## src/rtl/qdac_pkg.sv

```systemverilog
package qdac_pkg;
   localparam int FRAME_BITS  = 24;
   localparam int WORD_W      = 16;
   localparam int CFG_W       = 13;
   localparam int ADDR_W      = 5;
   localparam int RD_FLAG_POS = 23;
   localparam int ADDR_LSB    = 16;
   localparam int MAX_CH      = 4;
   localparam int OUT_EN_POS  = 6;

   typedef logic [2:0] grp_t;

   // write map groups, address bits 4:2
   localparam grp_t WG_DATA = 3'b000;
   localparam grp_t WG_GAIN = 3'b010;
   localparam grp_t WG_OFFS = 3'b100;
   localparam grp_t WG_CTRL = 3'b111;

   // read map groups, address bits 4:2
   localparam grp_t RG_DATA = 3'b000;
   localparam grp_t RG_CTRL = 3'b001;
   localparam grp_t RG_GAIN = 3'b010;
   localparam grp_t RG_OFFS = 3'b011;
   localparam grp_t RG_SLEW = 3'b101;
   localparam grp_t RG_GLOB = 3'b110;

   typedef enum logic [2:0] {
      SUB_SLEW  = 3'd0,
      SUB_MAIN  = 3'd1,
      SUB_DAC   = 3'd2,
      SUB_BOOST = 3'd3,
      SUB_SOFT  = 3'd4
   } sub_e;
endpackage

```

## src/rtl/qdac_spi_rx.sv

```systemverilog
module qdac_spi_rx
   import qdac_pkg::*;
#(
   parameter int SYNC_STAGES = 2
) (
   input  logic                  clk,
   input  logic                  rst_n,
   input  logic                  sclk_i,
   input  logic                  cs_n_i,
   input  logic                  mosi_i,
   input  logic [FRAME_BITS-1:0] tx_word_i,
   output logic                  miso_o,
   output logic                  frm_start_o,
   output logic                  frm_end_o,
   output logic                  frm_ok_o,
   output logic [FRAME_BITS-1:0] frm_word_o
);
   localparam int CNT_MAX = FRAME_BITS + 1;
   localparam int CNT_W   = $clog2(CNT_MAX + 1);

   initial begin
      assert (SYNC_STAGES >= 2) else $error("SYNC_STAGES must be at least 2");
   end

   logic [SYNC_STAGES-1:0] sclk_sh, cs_sh, mosi_sh;
   logic                   sclk_s, cs_s, mosi_s;
   logic                   sclk_q, cs_q;
   logic                   sclk_rise, sclk_fall, cs_active;
   logic [CNT_W-1:0]       bit_cnt;
   logic [FRAME_BITS-1:0]  rx_sh, tx_sh;

   always_ff @(posedge clk or negedge rst_n) begin
      if (!rst_n) begin
         sclk_sh <= '0;
         cs_sh   <= '1;
         mosi_sh <= '0;
         sclk_q  <= 1'b0;
         cs_q    <= 1'b1;
      end else begin
         sclk_sh <= {sclk_sh[SYNC_STAGES-2:0], sclk_i};
         cs_sh   <= {cs_sh[SYNC_STAGES-2:0], cs_n_i};
         mosi_sh <= {mosi_sh[SYNC_STAGES-2:0], mosi_i};
         sclk_q  <= sclk_s;
         cs_q    <= cs_s;
      end
   end

   assign sclk_s      = sclk_sh[SYNC_STAGES-1];
   assign cs_s        = cs_sh[SYNC_STAGES-1];
   assign mosi_s      = mosi_sh[SYNC_STAGES-1];
   assign sclk_rise   = sclk_s & ~sclk_q;
   assign sclk_fall   = ~sclk_s & sclk_q;
   assign cs_active   = ~cs_s & ~cs_q;
   assign frm_start_o = ~cs_s & cs_q;
   assign frm_end_o   = cs_s & ~cs_q;

   always_ff @(posedge clk or negedge rst_n) begin
      if (!rst_n) begin
         bit_cnt <= '0;
         rx_sh   <= '0;
         tx_sh   <= '0;
      end else if (frm_start_o) begin
         bit_cnt <= '0;
         tx_sh   <= tx_word_i;
      end else if (cs_active) begin
         if (sclk_rise) begin
            rx_sh <= {rx_sh[FRAME_BITS-2:0], mosi_s};
            if (bit_cnt != CNT_W'(CNT_MAX)) bit_cnt <= bit_cnt + 1'b1;
         end
         if (sclk_fall) tx_sh <= {tx_sh[FRAME_BITS-2:0], 1'b0};
      end
   end

   assign frm_ok_o   = frm_end_o && (bit_cnt == CNT_W'(FRAME_BITS));
   assign frm_word_o = rx_sh;
   assign miso_o     = cs_active & tx_sh[FRAME_BITS-1];
endmodule

```

## src/rtl/qdac_regs.sv

```systemverilog
module qdac_regs
   import qdac_pkg::*;
#(
   parameter int NCH = 4
) (
   input  logic                  clk,
   input  logic                  rst_n,
   input  logic                  wr_stb_i,
   input  logic [ADDR_W-1:0]     wr_addr_i,
   input  logic [WORD_W-1:0]     wr_data_i,
   output logic [NCH*WORD_W-1:0] data_o,
   output logic [NCH*WORD_W-1:0] gain_o,
   output logic [NCH*WORD_W-1:0] offs_o,
   output logic [NCH*CFG_W-1:0]  slew_o,
   output logic [NCH*CFG_W-1:0]  dac_o,
   output logic [CFG_W-1:0]      main_o,
   output logic [CFG_W-1:0]      boost_o
);
   grp_t             grp;
   logic [1:0]       idx;
   logic [2:0]       sub;
   logic [CFG_W-1:0] pay;
   logic [MAX_CH-1:0] ch_ok;
   logic             ctl_hit;

   assign grp = wr_addr_i[4:2];
   assign idx = wr_addr_i[1:0];
   assign sub = wr_data_i[WORD_W-1:CFG_W];
   assign pay = wr_data_i[CFG_W-1:0];

   for (genvar i = 0; i < MAX_CH; i++) begin : g_chok
      assign ch_ok[i] = (i < NCH);
   end

   assign ctl_hit = wr_stb_i && (grp == WG_CTRL) && ch_ok[idx];

   for (genvar g = 0; g < NCH; g++) begin : g_ch
      localparam logic [1:0] MY = 2'(g);
      logic [WORD_W-1:0] d_q, g_q, o_q;
      logic [CFG_W-1:0]  s_q, c_q;

      always_ff @(posedge clk or negedge rst_n) begin
         if (!rst_n) begin
            d_q <= '0;
            g_q <= '0;
            o_q <= '0;
            s_q <= '0;
            c_q <= '0;
         end else if (wr_stb_i && idx == MY) begin
            case (grp)
               WG_DATA: d_q <= wr_data_i;
               WG_GAIN: g_q <= wr_data_i;
               WG_OFFS: o_q <= wr_data_i;
               WG_CTRL: begin
                  if (sub == SUB_SLEW) s_q <= pay;
                  else if (sub == SUB_DAC) c_q <= pay;
               end
               default: ;
            endcase
         end
      end

      assign data_o[g*WORD_W +: WORD_W] = d_q;
      assign gain_o[g*WORD_W +: WORD_W] = g_q;
      assign offs_o[g*WORD_W +: WORD_W] = o_q;
      assign slew_o[g*CFG_W +: CFG_W]   = s_q;
      assign dac_o[g*CFG_W +: CFG_W]    = c_q;
   end

   always_ff @(posedge clk or negedge rst_n) begin
      if (!rst_n) begin
         main_o  <= '0;
         boost_o <= '0;
      end else if (ctl_hit) begin
         if (sub == SUB_MAIN) main_o <= pay;
         else if (sub == SUB_BOOST) boost_o <= pay;
      end
   end


   no_commit_chk: assert property (@(posedge clk) disable iff (!rst_n)
      !wr_stb_i |=> $stable(data_o) && $stable(gain_o) && $stable(offs_o)
                    && $stable(slew_o) && $stable(dac_o) && $stable(main_o) && $stable(boost_o));


   soft_sel_chk: assert property (@(posedge clk) disable iff (!rst_n)
      wr_stb_i && grp == WG_CTRL && wr_data_i[15] |=>
         $stable(slew_o) && $stable(dac_o) && $stable(main_o) && $stable(boost_o) && $stable(data_o));
endmodule

```

## src/rtl/qdac_rdmux.sv

```systemverilog
module qdac_rdmux
   import qdac_pkg::*;
#(
   parameter int NCH = 4
) (
   input  logic [ADDR_W-1:0]     rd_addr_i,
   input  logic [WORD_W-1:0]     status_i,
   input  logic [NCH*WORD_W-1:0] data_i,
   input  logic [NCH*WORD_W-1:0] gain_i,
   input  logic [NCH*WORD_W-1:0] offs_i,
   input  logic [NCH*CFG_W-1:0]  slew_i,
   input  logic [NCH*CFG_W-1:0]  dac_i,
   input  logic [CFG_W-1:0]      main_i,
   input  logic [CFG_W-1:0]      boost_i,
   output logic [WORD_W-1:0]     rd_val_o
);
   logic [WORD_W-1:0] pd [MAX_CH];
   logic [WORD_W-1:0] pg [MAX_CH];
   logic [WORD_W-1:0] po [MAX_CH];
   logic [CFG_W-1:0]  ps [MAX_CH];
   logic [CFG_W-1:0]  pc [MAX_CH];

   for (genvar i = 0; i < MAX_CH; i++) begin : g_pad
      if (i < NCH) begin : g_live
         assign pd[i] = data_i[i*WORD_W +: WORD_W];
         assign pg[i] = gain_i[i*WORD_W +: WORD_W];
         assign po[i] = offs_i[i*WORD_W +: WORD_W];
         assign ps[i] = slew_i[i*CFG_W +: CFG_W];
         assign pc[i] = dac_i[i*CFG_W +: CFG_W];
      end else begin : g_void
         assign pd[i] = '0;
         assign pg[i] = '0;
         assign po[i] = '0;
         assign ps[i] = '0;
         assign pc[i] = '0;
      end
   end

   grp_t       grp;
   logic [1:0] idx;
   assign grp = rd_addr_i[4:2];
   assign idx = rd_addr_i[1:0];

   always_comb begin
      rd_val_o = '0;
      case (grp)
         RG_DATA: rd_val_o = pd[idx];
         RG_CTRL: rd_val_o = WORD_W'(pc[idx]);
         RG_GAIN: rd_val_o = pg[idx];
         RG_OFFS: rd_val_o = po[idx];
         RG_SLEW: rd_val_o = WORD_W'(ps[idx]);
         RG_GLOB: begin
            case (idx)
               2'd0:    rd_val_o = status_i;
               2'd1:    rd_val_o = WORD_W'(main_i);
               2'd2:    rd_val_o = WORD_W'(boost_i);
               default: rd_val_o = '0;
            endcase
         end
         default: rd_val_o = '0;
      endcase
   end
endmodule

```

## src/rtl/qdac_spi_regs.sv

```systemverilog
module qdac_spi_regs
   import qdac_pkg::*;
#(
   parameter int NCH         = 4,
   parameter int SYNC_STAGES = 2
) (
   input  logic                  clk,
   input  logic                  rst_n,
   input  logic                  spi_sclk,
   input  logic                  spi_cs_n,
   input  logic                  spi_mosi,
   output logic                  spi_miso,
   input  logic [WORD_W-1:0]     status_i,
   output logic [NCH*WORD_W-1:0] dac_code_o,
   output logic [NCH*WORD_W-1:0] gain_code_o,
   output logic [NCH*WORD_W-1:0] offset_code_o,
   output logic [NCH*CFG_W-1:0]  slew_cfg_o,
   output logic [NCH*CFG_W-1:0]  dac_ctl_o,
   output logic [CFG_W-1:0]      main_cfg_o,
   output logic [CFG_W-1:0]      boost_cfg_o,
   output logic [NCH-1:0]        out_en_o
);
   localparam int PAD_W = FRAME_BITS - WORD_W;

   initial begin
      assert (NCH >= 1 && NCH <= MAX_CH) else $error("NCH must be 1 to 4");
   end

   logic [FRAME_BITS-1:0] frm_word, tx_word;
   logic                  frm_start, frm_end, frm_ok, wr_stb, is_rd;
   logic [ADDR_W-1:0]     frm_addr;
   logic [WORD_W-1:0]     rd_val, rd_word;
   logic                  rd_pend;
   logic                  unused_bits;

   assign is_rd       = frm_word[RD_FLAG_POS];
   assign frm_addr    = frm_word[ADDR_LSB +: ADDR_W];
   assign wr_stb      = frm_ok & ~is_rd;
   assign unused_bits = ^frm_word[RD_FLAG_POS-1:ADDR_LSB+ADDR_W];
   assign tx_word     = rd_pend ? {{PAD_W{1'b0}}, rd_word} : '0;

   qdac_spi_rx #(.SYNC_STAGES(SYNC_STAGES)) u_rx (
      .clk         (clk),
      .rst_n       (rst_n),
      .sclk_i      (spi_sclk),
      .cs_n_i      (spi_cs_n),
      .mosi_i      (spi_mosi),
      .tx_word_i   (tx_word),
      .miso_o      (spi_miso),
      .frm_start_o (frm_start),
      .frm_end_o   (frm_end),
      .frm_ok_o    (frm_ok),
      .frm_word_o  (frm_word)
   );

   qdac_regs #(.NCH(NCH)) u_regs (
      .clk       (clk),
      .rst_n     (rst_n),
      .wr_stb_i  (wr_stb),
      .wr_addr_i (frm_addr),
      .wr_data_i (frm_word[WORD_W-1:0]),
      .data_o    (dac_code_o),
      .gain_o    (gain_code_o),
      .offs_o    (offset_code_o),
      .slew_o    (slew_cfg_o),
      .dac_o     (dac_ctl_o),
      .main_o    (main_cfg_o),
      .boost_o   (boost_cfg_o)
   );

   qdac_rdmux #(.NCH(NCH)) u_rdmux (
      .rd_addr_i (frm_addr),
      .status_i  (status_i),
      .data_i    (dac_code_o),
      .gain_i    (gain_code_o),
      .offs_i    (offset_code_o),
      .slew_i    (slew_cfg_o),
      .dac_i     (dac_ctl_o),
      .main_i    (main_cfg_o),
      .boost_i   (boost_cfg_o),
      .rd_val_o  (rd_val)
   );

   always_ff @(posedge clk or negedge rst_n) begin
      if (!rst_n) begin
         rd_pend <= 1'b0;
         rd_word <= '0;
      end else begin
         if (frm_end) rd_pend <= 1'b0;
         if (frm_ok && is_rd) begin
            rd_pend <= 1'b1;
            rd_word <= rd_val;
         end
      end
   end

   for (genvar c = 0; c < NCH; c++) begin : g_en
      assign out_en_o[c] = dac_ctl_o[c*CFG_W + OUT_EN_POS];
   end


   pend_src_chk: assert property (@(posedge clk) disable iff (!rst_n)
      $rose(rd_pend) |-> $past(frm_ok));


   quiet_miso_chk: assert property (@(posedge clk) disable iff (!rst_n)
      frm_start && !rd_pend |=> !spi_miso);
endmodule

```

## config.mk

```make
export PLATFORM = sky130hd
export DESIGN_NAME = qdac_spi_regs
export DESIGN_NICKNAME = d
export VERILOG_FILES = /design/src/rtl/qdac_pkg.sv /design/src/rtl/qdac_spi_rx.sv /design/src/rtl/qdac_regs.sv /design/src/rtl/qdac_rdmux.sv /design/src/rtl/qdac_spi_regs.sv
export SDC_FILE = /design/constraint.sdc
export NUM_CORES = 1
export LEC_CHECK = 0
export ABC_AREA = 0
export BUFFER_PORTS_ARGS = -buffer_cell sky130_fd_sc_hd__buf_2
export CAP_MARGIN = 20
export CORE_MARGIN = 2
export CORE_UTILIZATION = 56
export DETAILED_ROUTE_END_ITERATION = 10
export PLACE_DENSITY = 0.81
export SYNTH_ARGS = -nofsm -noshare
export SYNTH_HDL_FRONTEND = slang
export SYNTH_SLANG_ARGS = --single-unit
```

## constraint.sdc

```tcl
create_clock -name clk -period 2.9 [get_ports clk]
set_input_delay 0.29 -clock clk [delete_from_list [all_inputs] [get_ports clk]]
set_output_delay 0.29 -clock clk [all_outputs]
set_load 0.05 [all_outputs]
```

After elaboration in Yosys (flattened, before gate mapping)
Cells that the tools add are included. Widths: inputs -> output; s select.

Register bits: 400. Input bits: 21. Output and inout bits: 327. Logic and storage cells: 136.

Add/sub/neg operators: 1. Magnitude comparators: 2. Eq/ne operators: 15. Muxes and demuxes: 29. Bitwise gates (word level): 16. Reductions and logical operators: 41.

Operators with widths (number): $mux 16 (7); $bmux 16 s2 (3); $pmux 16 s6 (1); $mux 24 (3); $bmux 13 s2 (2); $mux 13 (4); $pmux 16 s3 (1); $reduce_and 2->1 (14); $reduce_and 3->1 (7); $mux 5 (4); $reduce_and 4->1 (4); $eq 3x2->1 const B (4); $eq 3x3->1 const B (4); $reduce_bool 2->1 (5); $logic_and 1x1->1 (8); $not 1->1 (8); $and 1x1->1 (7); $eq 3x1->1 const B (2); $logic_not 3->1 (2); $add 5x1->5 const B (1); $eq 5x5->1 const B (1); $ne 5x5->1 const B (1); $eq 2x2->1 const B (2); $ge 3x3->1 const B (1); 6 further kinds (8).

Depth between registers and ports, before layout
Word-level depth: 7. Gate-level depth with buffers: 8.

Modules after synthesis
From an unflattened synthesis, not the netlist that was laid out.

Cells, all modules: 1329. Area, all modules: 18839.3 um^2.

Modules (own cells, without submodules): qdac_regs (instances 1, cells each 737, area each 12444.4 um^2, seq. area each 8057.7 um^2); qdac_rdmux (instances 1, cells each 353, area each 2906.5 um^2, seq. area each 0.0 um^2); qdac_spi_rx (instances 1, cells each 179, area each 2667.6 um^2, seq. area each 1530.2 um^2); qdac_spi_regs (instances 1, cells each 60, area each 820.8 um^2, seq. area each 425.4 um^2).

Worst setup path before layout
OpenSTA, ideal clock, no wires.

Kind: register to register. Start point: register u_rx.cs_sh[1]. End point: register u_regs.g_ch[2].c_q[10]. Arrival time: 2035 ps. Required time: 2775 ps. Setup slack: 740 ps. Cell stages (with the launch flop): 9. Path buffers: 3. Clock period less this slack: 2160 ps. Path through: dfstp_2 > buf_2 > and2b_2 > and4b_1 > buf_6 > nand2_1 > nor2_2 > buf_6 > mux2_2.

Longest elaborated chain between the ends: 5.

Ends and longest elaborated chain: start: declaration (RTL line qdac_spi_rx.sv:25) `logic [SYNC_STAGES-1:0] sclk_sh, cs_sh, mosi_sh;`; start signal: assignment (RTL line qdac_spi_rx.sv:41) `cs_sh <= {cs_sh[SYNC_STAGES-2:0], cs_n_i};`; $and 1x1->1 (RTL line qdac_spi_rx.sv:55) `assign frm_end_o = cs_s & ~cs_q;`; $logic_and 1x1->1 (RTL line qdac_spi_rx.sv:74) `assign frm_ok_o = frm_end_o && (bit_cnt == CNT_W'(FRAME_BITS));`; $and 1x1->1 (RTL line qdac_spi_regs.sv:38) `assign wr_stb = frm_ok & ~is_rd;`; $logic_and 1x1->1 (RTL line qdac_regs.sv:49) `end else if (wr_stb_i && idx == MY) begin`; $reduce_and 4->1 (no line); end signal: assignment (RTL line qdac_regs.sv:56) `else if (sub == SUB_DAC) c_q <= pay;`; end: declaration (RTL line qdac_regs.sv:40) `logic [CFG_W-1:0] s_q, c_q;`.

No other way between the ends. A chain may end at the register's enable or synchronous reset.

Final worst setup path
Start point: register u_rx.rx_sh[20], in the netlist u_rx.frm_word_o[20]. End point: register rd_word[9].

Longest elaborated chain between the ends: 2.

Ends and longest elaborated chain: start: declaration (RTL line qdac_spi_rx.sv:30) `logic [FRAME_BITS-1:0] rx_sh, tx_sh;`; start signal: assignment (RTL line qdac_spi_rx.sv:67) `rx_sh <= {rx_sh[FRAME_BITS-2:0], mosi_s};`; $eq 3x3->1, or another cell as far along (RTL line qdac_rdmux.sv:46) `case (grp)`; $pmux 16 s6 (*) (RTL line qdac_rdmux.sv:46); end signal: assignment (RTL line qdac_spi_regs.sv:92) `rd_word <= rd_val;`; end: declaration (RTL line qdac_spi_regs.sv:32) `logic [WORD_W-1:0] rd_val, rd_word;`.

Mark *: on every way between the ends. The rest lies on a longest branch, timed or not.

==> impl_metrics.toml <==
[global_route]
grt_pass1_wl_um = 85100
grt_pass1_vias = 13500
grt_remaining_overflow = 0
grt_antenna_before_repair = 0
grt_max_degree = 100
grtUsageTotal_pct = 33.6

[critical_path]
critPathMaxStageDelay_ps = 720
r2r-end = "rd_word[9]"
crit_required_ps = 3320
critPathArrivalTime_ps = 3190
r2r_slack_ps = 130
worstSetupEndpointType = "flip-flop"
path_class = "reg2reg"
r2r_cells = 5
slowest_stage = "dfrtp_1"
cp_top_family = "simple AND/OR/NAND/NOR gates"
path_buf_inv = 0
worstPathMaxFanout = 21
crit_cells = 5
path_cells = "or4b_2 > o22ai_1 > nor4_1 > nand2_1 > a22o_1"
r2r_start = "u_rx.frm_word_o[20]"
cp-start-kind = "flip-flop"

[yosys]
syn_area_per_cell_um2 = 13.7
synth_cells = 1332
syn_nets = 1356
synth_top_cell_by_area = "dfrtp_1"
synth-seq-area-share_pct = 55.1
synth_area_leaders = "dfrtp_1 (55%), mux2_2 (22%), mux2i_1 (8.3%), o22ai_1 (2.4%), buf_2 (1.5%)"
synth_cell_types = 54
synth_warnings = 0
synth_top_area_share_pct = 54.6
synthesis.area_mm2 = 0.0182
ys_ff_latch = 400

[pwr]
p_leak_nw = 11.3
power_density_mw_per_mm2 = 528
vdd_drop_max_v = 0.000411

[placement]
portBuffers = 347
gp_congestion = 0.893
post-dp-hpwl_um = 38800

[hold_path]
hold_class = "in2reg"
hp-start = "status_i[13]"
hold_end = "rd_word[13]"
holdPathStages = 5

[final_layout]
multi_input_area_mm2 = 0.00761
regArea_mm2 = 0.0100
syn_to_final_growth_pct = 19.9
final_common_cell = "dfrtp_1"
final_net_count = 1681
layout_common_cells = "dfrtp_1 (396), mux2_2 (352), buf_2 (346)"
drive_above_1_share_pct = 50.4
final_util_pct = 68.6
fillCellCount = 2302
num_antenna_cells = 0

[sta]
fin_crit_ps = 2770
final.setup_skew_ps = 16.1
rsz0062_at_grt = "false"
fin_tns_setup_ps = 0
max_slew_margin_pct = 23.0
setup_violations = 0
timing_hold_violations_final = 0
fmax_mhz = 360
finalCritPeriodShare_pct = 95.7
tightest_slew_ps = 1150
drv_slew = 0

[floorplanning]
die_h_um = 184
num_rows = 65
core_area_mm2 = 0.0318
die_w_um = 184
io_pins = 348
die_area_mm2 = 0.0339
initial_core_util_pct = 57.2

[clock_tree]
htreeDepth = 2
cts_max_path_buffers = 3
post_cts_buffers = 0
cts_tree = "done"
clock_latency_ps = 540
clockRootBuffer = "clkbuf_16"
cts_made_buffers = 42
cts.clk_slew.worst_paths_ps = 60
cts_sinks = 400

[drt]
drc_errors = 0
wl_per_cell_um = 26.8
routed_wl_um = 56800
avgViaCountPerCell = 6.21
drtIter0Drc = 1037
dr.pass1.iters = 5
ant_nets = 0
vias = 13200

[run]
drv_cap = 0

[run_status]
status = "complete, no violations"
-- synthesized netlist by cell type (all sizes together) --
cell,number
nor4,13
and2b,2
nor2,19
a31oi,1
o22ai,71
nand4b,4
a22o,22
dfrtp,397
buf,69
nor3b,2
and4b,1
xor2,2
a21oi,16
inv,4
nand4,7
mux4,1
o21ai,18
o221ai,2
or3,1
a211oi,6
nand3,7
o21bai,1
dfstp,3
nand4bb,5
o31ai,3
mux2,354
or4,1
and3,15
ha,3
a221oi,9
nor2b,4
a32o,1
and3b,2
or4b,3
nor3,9
nand2,50
mux2i,150
clkbuf,47
nand2b,5
xnor2,2
-- area by class of cell --
| cell class | instances | area share [%] |
|---|---|---|
| multi-input combinational | 812 | 34.9 |
| clock buffer | 67 | 5.99 |
| timing repair buffer | 397 | 10.2 |
| inverter | 4 | 0.0689 |
| sequential | 400 | 45.9 |
| clock inverter | 8 | 0.430 |
| tap | 435 | 2.50 |
-- per-stage QoR --
step           instance area [µm²]  power (mW)  hold slack, ps  worst slack, ps  cells
2_1_floorplan                18200        5.94           -5.59              740   1332
3_3_place_gp                 20400        6.16             179             48.4   2044
3_5_place_dp                 20400        6.16             182             6.73   2044
4_1_cts                      21800        11.6             200             12.7   2123
5_1_grt                      21800        11.8             220             1.60   2123
6_report                     21800        11.5             202              126   2123
-- logic make-up after synthesis --
family / Yosys count / synth area share (%)
xor+xnor: 4 / 0.193
mux: 505 / 30.3
compound gates: 150 / 5.47
buf+inv: 120 / 3.24
fa+ha+maj: 3 / 0.206
flops: 400 / 55.1
simple gates: 150 / 5.53
-- state kept, by name, indices dropped and copies added, names as in the netlist, 5 cells and up --
name	flops
u_regs.boost_o	13
u_rx.bit_cnt	5
rd_word	16
u_regs.g_ch.s_q	52
u_regs.g_ch.g_q	64
u_regs.g_ch.d_q	64
u_rx.tx_sh	24
u_regs.g_ch.c_q	52
u_rx.frm_word_o	24
u_regs.main_o	13
u_regs.g_ch.o_q	64
-- per-layer routing --
metal / up-vias / track usage (%) / wire length (µm)
met2: 701 / 51.7 / 26200
met4: 0 / 15.2 / 2670
met3: 174 / 10.5 / 5830
met1: 6762 / 44.0 / 22200
li1: 5556 / - / -
met5: - / 0 / 0
-- report_power, final --
part	leakage (nW)	internal, mW	switching (mW)
combinational	5.04	0.0778	0.167
clock	0.695	3.25	2.18
sequential	5.54	5.62	0.209
total	11.3	8.95	2.56
-- repair_timing --
| item | CTS | global route |
|---|---|---|
| setup endpoints to repair | 0 | 2 |
| resized for setup | 0 | 1 |
| hold endpoints to repair | 35 | 0 |
| hold buffers | 4 | 0 |
-- worst max-delay path by stage --
stage / start / end
global route: u_rx.frm_word_o[20] / rd_word[9]
detailed placement: u_rx.frm_word_o[20] / rd_word[9]
global placement: u_rx.frm_word_o[20] / rd_word[9]
finish: u_rx.frm_word_o[20] / rd_word[9]
CTS: u_rx.frm_word_o[18] / rd_word[9]
floorplan: u_rx.cs_sh[1] / u_regs.g_ch[2].c_q[10]
-- worst reg2reg max path, cell delays in order (launching register included) --
cell and delay (ps):
dfrtp_1 720, or4b_2 700, o22ai_1 200, nor4_1 720, nand2_1 100, a22o_1 220
Note: power is estimated with default switching activity, not from simulation.
